## config.mk

```make
export PLATFORM = sky130hd
export DESIGN_NAME = mmio_ide_bridge
export DESIGN_NICKNAME = d
export VERILOG_FILES = /design/src/rtl/mmio_ide_pkg.sv /design/src/rtl/ide_lane_swap.sv /design/src/rtl/ide_addr_decode.sv /design/src/rtl/ide_resp_reg.sv /design/src/rtl/mmio_ide_bridge.sv
export SDC_FILE = /design/constraint.sdc
export NUM_CORES = 1
export LEC_CHECK = 0
export CORE_MARGIN = 2
export CORE_UTILIZATION = 40
export CTS_BUF_LIST = sky130_fd_sc_hd__clkbuf_8
export DETAILED_ROUTE_END_ITERATION = 12
export DONT_BUFFER_PORTS = 1
export GPL_TIMING_DRIVEN = 0
export PLACE_DENSITY = 0.63
export SLEW_MARGIN = 0
export SYNTH_ARGS = -nofsm -noshare
export SYNTH_HDL_FRONTEND = slang
export SYNTH_HIERARCHICAL = 1
export SYNTH_SLANG_ARGS = --single-unit
```

## constraint.sdc

```tcl
create_clock -name clk -period 1.8 [get_ports clk]
set_input_delay 0.09 -clock clk [delete_from_list [all_inputs] [get_ports clk]]
set_output_delay 0.09 -clock clk [all_outputs]
set_load 0.01 [all_outputs]
```

## src/rtl/mmio_ide_pkg.sv

```systemverilog
package mmio_ide_pkg;
  typedef enum logic [1:0] {
    SZ_BYTE = 2'd0,
    SZ_HALF = 2'd1,
    SZ_WORD = 2'd2,
    SZ_RSVD = 2'd3
  } acc_size_e;

  typedef enum logic [1:0] {
    PORT_TF   = 2'd0,
    PORT_CS   = 2'd1,
    PORT_DATA = 2'd2,
    PORT_NONE = 2'd3
  } ide_port_e;
endpackage

```

## src/rtl/ide_lane_swap.sv

```systemverilog
module ide_lane_swap #(
  parameter int BYTES = 4
) (
  input  logic [8*BYTES-1:0] d,
  output logic [8*BYTES-1:0] q
);
  for (genvar g = 0; g < BYTES; g++) begin : g_lane
    assign q[8*g +: 8] = d[8*(BYTES-1-g) +: 8];
  end
endmodule

```

## src/rtl/ide_addr_decode.sv

```systemverilog
module ide_addr_decode
  import mmio_ide_pkg::*;
#(
  parameter int IDX_W      = 8,
  parameter int CS_IDX_A   = 8,
  parameter int CS_IDX_B   = 22,
  parameter int TF_FIRST   = 1,
  parameter int TF_LAST    = 7,
  parameter int DATA_IDX   = 0
) (
  input  logic [1:0]       size,
  input  logic [IDX_W-1:0] idx,
  output ide_port_e        port,
  output logic [2:0]       reg_sel
);
  localparam logic [IDX_W-1:0] LO_TF = IDX_W'(TF_FIRST);
  localparam logic [IDX_W-1:0] HI_TF = IDX_W'(TF_LAST);
  localparam logic [IDX_W-1:0] CS_A  = IDX_W'(CS_IDX_A);
  localparam logic [IDX_W-1:0] CS_B  = IDX_W'(CS_IDX_B);
  localparam logic [IDX_W-1:0] DIDX  = IDX_W'(DATA_IDX);

  always_comb begin
    port    = PORT_NONE;
    reg_sel = 3'd0;
    unique case (acc_size_e'(size))
      SZ_BYTE: begin
        if (idx >= LO_TF && idx <= HI_TF) begin
          port    = PORT_TF;
          reg_sel = idx[2:0];
        end else if (idx == CS_A || idx == CS_B) begin
          port = PORT_CS;
        end
      end
      SZ_HALF, SZ_WORD: begin
        if (idx == DIDX) port = PORT_DATA;
      end
      default: port = PORT_NONE;
    endcase
  end
endmodule

```

## src/rtl/ide_resp_reg.sv

```systemverilog
module ide_resp_reg #(
  parameter int DW = 32
) (
  input  logic          clk,
  input  logic          rst_n,
  input  logic          load,
  input  logic [DW-1:0] data_in,
  output logic          valid_q,
  output logic [DW-1:0] data_q
);
  logic          valid_d;
  logic [DW-1:0] data_d;

  always_comb begin
    valid_d = load;
    data_d  = data_q;
    if (load) data_d = data_in;
  end

  always_ff @(posedge clk or negedge rst_n) begin
    if (!rst_n) begin
      valid_q <= 1'b0;
      data_q  <= '0;
    end else begin
      valid_q <= valid_d;
      data_q  <= data_d;
    end
  end
endmodule

```

## src/rtl/mmio_ide_bridge.sv

```systemverilog
module mmio_ide_bridge
  import mmio_ide_pkg::*;
#(
  parameter int ADDR_W      = 16,
  parameter int WIN_BITS    = 12,
  parameter int STRIDE_BITS = 4,
  parameter int CS_IDX_A    = 8,
  parameter int CS_IDX_B    = 22
) (
  input  logic              clk,
  input  logic              rst_n,
  input  logic              req,
  input  logic              we,
  input  logic [1:0]        size,
  input  logic [ADDR_W-1:0] addr,
  input  logic [31:0]       wdata,
  output logic              rvalid,
  output logic [31:0]       rdata,
  output logic              ide_rst_n,
  output logic              ide_stb,
  output logic              ide_we,
  output logic [1:0]        ide_port,
  output logic [2:0]        ide_reg,
  output logic              ide_dwidth,
  output logic [31:0]       ide_wdata,
  input  logic [31:0]       ide_rdata
);
  localparam int IDX_W = WIN_BITS - STRIDE_BITS;

  logic [IDX_W-1:0] idx;
  ide_port_e        port;
  logic [2:0]       reg_sel;
  logic [15:0]      wr_h_sw, rd_h_sw;
  logic [31:0]      wr_w_sw, rd_w_sw;
  logic [31:0]      rd_next;
  logic             rd_load;

  assign idx = addr[WIN_BITS-1:STRIDE_BITS];

  ide_addr_decode #(
    .IDX_W(IDX_W), .CS_IDX_A(CS_IDX_A), .CS_IDX_B(CS_IDX_B),
    .TF_FIRST(1), .TF_LAST(7), .DATA_IDX(0)
  ) u_dec (
    .size(size), .idx(idx), .port(port), .reg_sel(reg_sel)
  );

  ide_lane_swap #(.BYTES(2)) u_sw_wh (.d(wdata[15:0]),     .q(wr_h_sw));
  ide_lane_swap #(.BYTES(4)) u_sw_ww (.d(wdata),           .q(wr_w_sw));
  ide_lane_swap #(.BYTES(2)) u_sw_rh (.d(ide_rdata[15:0]), .q(rd_h_sw));
  ide_lane_swap #(.BYTES(4)) u_sw_rw (.d(ide_rdata),       .q(rd_w_sw));

  assign ide_rst_n  = rst_n;
  assign ide_stb    = req && (port != PORT_NONE);
  assign ide_we     = we;
  assign ide_port   = port;
  assign ide_reg    = reg_sel;
  assign ide_dwidth = (acc_size_e'(size) == SZ_WORD);

  always_comb begin
    unique case (acc_size_e'(size))
      SZ_BYTE: ide_wdata = {24'd0, wdata[7:0]};
      SZ_HALF: ide_wdata = {16'd0, wr_h_sw};
      default: ide_wdata = wr_w_sw;
    endcase
  end

  always_comb begin
    if (port == PORT_TF || port == PORT_CS) begin
      rd_next = {24'd0, ide_rdata[7:0]};
    end else if (port == PORT_DATA) begin
      rd_next = (acc_size_e'(size) == SZ_HALF) ? {16'd0, rd_h_sw} : rd_w_sw;
    end else begin
      unique case (acc_size_e'(size))
        SZ_BYTE: rd_next = 32'h0000_00FF;
        SZ_HALF: rd_next = 32'h0000_FFFF;
        default: rd_next = 32'hFFFF_FFFF;
      endcase
    end
  end

  assign rd_load = req && !we;

  ide_resp_reg #(.DW(32)) u_resp (
    .clk(clk), .rst_n(rst_n), .load(rd_load), .data_in(rd_next),
    .valid_q(rvalid), .data_q(rdata)
  );
endmodule

```

==> reports/metrics.cfg <==
[outcome]
status=completed

[synth]
syn_nets=453
synth_async_sr_flop_share=1.00
synth_area_leaders=dfrtp_1 (25%), buf_4 (23%), mux2_4 (14%)
ys_ff_latch=33
synth_common_cells=buf_4 (101), dfrtp_1 (33), mux2_4 (30), nand2_1 (30), nor2_1 (27)
yosys.area.top_type=dfrtp_1
postSynthCellCount=365
yosysSeqAreaShare=0.251
syn_area_um2=3290
synth.most_common_cell=buf_4
ys_types=36
synthFlopType=dfrtp_1
yosys.area.top_type_share=0.251
yosysWarnings=6
synth_edf_count=0
avgSynthCellArea_um2=9.01

[setup_path]
critical_path_class=primary input to output port
startpoint=addr[5]
crit_path_cell_trace=or3_4, o221ai_1, o211ai_1, buf_4, buf_2, a21boi_1
cp_max_fo=10
critPathRequiredTime_ns=1.71
r2r_start=u_resp/data_q[21]$_DFFE_PN0P_
startpoint_type=primary input
cp.depth=6
r2r_cells=1
cp_top_family=compound AO/OA/AOI/OAI gates
crit_path_end_kind=output port
cpPeakStageDelay_ns=0.41
cpMaxStageDelayCell=or3_4
worstSetupEndpoint=ide_stb
worstPathArrival_ns=1.65
rrSetupSlack_ns=0.97
r2r_end=u_resp/data_q[21]$_DFFE_PN0P_
crit_buf_inv=2

[cts]
cts_buffer_depth=2
numCtsBuffers=5
htreeDepth=2
clock-sinks=33
cts.clk_slew.worst_paths_ns=0.07
post-cts-setup-buffers=0
cts.root.buffer_cell=clkbuf_8
cts_tree=done
clock_latency_ns=0.28

[timing]
clock.fmax_mhz=573
layout_setup_ws_ns=0.0563
hold_ws_ns=0.163
max_slew_margin=0.695
setup_viol=0
tns_ns=0
drv_slew=0
worst_pin_slew_ns=0.452
period_minus_slack_ns=1.74
grt_setup_unrepaired=no
clock_skew_ns=0
finalHoldViolations=0
period_share=0.969

[layout]
antennaDiodeCount=0
syn2layout_area_growth_pct=10.2
fin_area_um2=3620
layout-drive-gt1-share=0.469
nets=464
stdcell_count=482

[place]
hpwl_mm=6.55
postPlaceCellArea_um2=3490
pre_cts_ws_ns=-0.227
gp_congestion=0.807
io_buffers=0
dp.cells=470

[detailed_routing]
drt_pass1_iterations=6
drt_iter0_drc=70
vias=2406
drc_errors=0
ant_nets=0
drt-total-wl_mm=8.09
vias_per_cell=4.99
wl_per_cell_um=16.8

[pwr]
p_leak_nw=1.72
max-vdd-ir-drop_v=0.000225
powerDensity_nw_per_um2=698

[die]
die_x_um=94.7
die_y_um=94.7
die_area_um2=8960
start_util=0.406
io_pins=160
num_rows=33
core_area_um2=8090

[hold_path]
worstHoldStart=ide_rdata[7]
hold_path_depth=3
min_path_type=primary input to flip-flop

[global_routing]
grt_pass1_wl_mm=12.2
grt_pass1_vias=2422
gr-usage-met3=0.0567
overflow=0
grt_max_degree=34
antenna_found_initial=0
grt_util_met2=0.334
busiest_layer=met2
grt_util_met1=0.184
globalRouteTotalUtil=0.175

[flow_run]
cap_violations=0

==> per-layer routing <==
layer | part of all wire | wire (um) | vias up
li1 | - | - | 1146
met1 | 0.36 | 2910 | 1132
met2 | 0.53 | 4300 | 122
met3 | 0.10 | 811 | 6
met4 | 0.0075 | 61 | 0
met5 | 0 | 0 | -
==> metrics by stage <==
step | utilization | power [W]
after floorplan | - | 0.00184
after global placement | 0.431 | 0.00198
after detailed placement | 0.431 | 0.00200
after CTS | 0.447 | 0.00257
after global routing | 0.448 | 0.00270
final | 0.448 | 0.00253
==> how the worst min path moves through the flow <==
stage	end	slack, ns
global route	u_resp/data_q[4]$_DFFE_PN0P_	0.16
finish	u_resp/data_q[7]$_DFFE_PN0P_	0.16
floorplan	u_resp/data_q[0]$_DFFE_PN0P_	-0.21
CTS	u_resp/data_q[7]$_DFFE_PN0P_	0.16
global placement	u_resp/data_q[22]$_DFFE_PN0P_	-0.20
detailed placement	u_resp/data_q[23]$_DFFE_PN0P_	-0.20
==> what timing repair did <==
action / 4_1_cts / 5_1_grt
endpoints found under the setup margin: 1 / 3
resized for setup: 1 / 3
hold endpoints to repair: 34 / 0
hold buffers: 4 / 0
pin swaps: 0 / 2
==> worst min-delay path: stages <==
cell and delay (ns):
nor2_1 0.03, a31oi_1 0.14, mux2_4 0.15
==> cells in the final DEF (no fill, tap or decap), types with 2 or more instances in the layout <==
cell type and instances:
a21oi_1 15, a22o_1 8, a31oi_1 13, a31oi_2 3, and2_1 16, and3_1 3, buf_12 4, buf_2 4
buf_4 100, buf_6 10, clkbuf_1 4, clkbuf_8 5, clkinv_2 2, dfrtp_1 33, dlygate4sd3_1 3, inv_1 5
mux2_4 31, mux2i_1 8, nand2_1 30, nand2_2 3, nand2b_1 2, nand2b_4 2, nor2_1 26, nor2_2 3
nor2b_1 3, o21ai_0 24, or3_4 2
==> kinds of logic after synthesis <==
group	after synthesis	synth area share
AO/OA/AOI/OAI	70	0.133
adder cells (fa/ha/maj)	2	0.00761
buffers and inverters	126	0.294
flip-flops	33	0.251
multiplexers	40	0.168
AND/OR/NAND/NOR	94	0.145
==> layout make-up <==
| cell class | instances | area (um2) |
|---|---|---|
| fill | 828 | 4470 |
| multi-input combinational | 206 | 1550 |
| buffer | 121 | 958 |
| sequential | 33 | 826 |
| tap | 105 | 131 |
| clock buffer | 5 | 68.8 |
| timing repair buffer | 4 | 50.0 |
| inverter | 5 | 21.3 |
| clock inverter | 3 | 13.8 |
==> registers in the layout, indices dropped and copies added, names as in the netlist <==
signal and count:
u_resp/valid_q 1, u_resp/data_q 32
==> power by group <==
group	leakage, nW	switching, W	internal (W)
registers	0.385	0.000204	0.000906
logic	1.29	0.000363	0.000530
clock network	0.0491	0.000265	0.000262
Power figures use the tool's default switching activity.
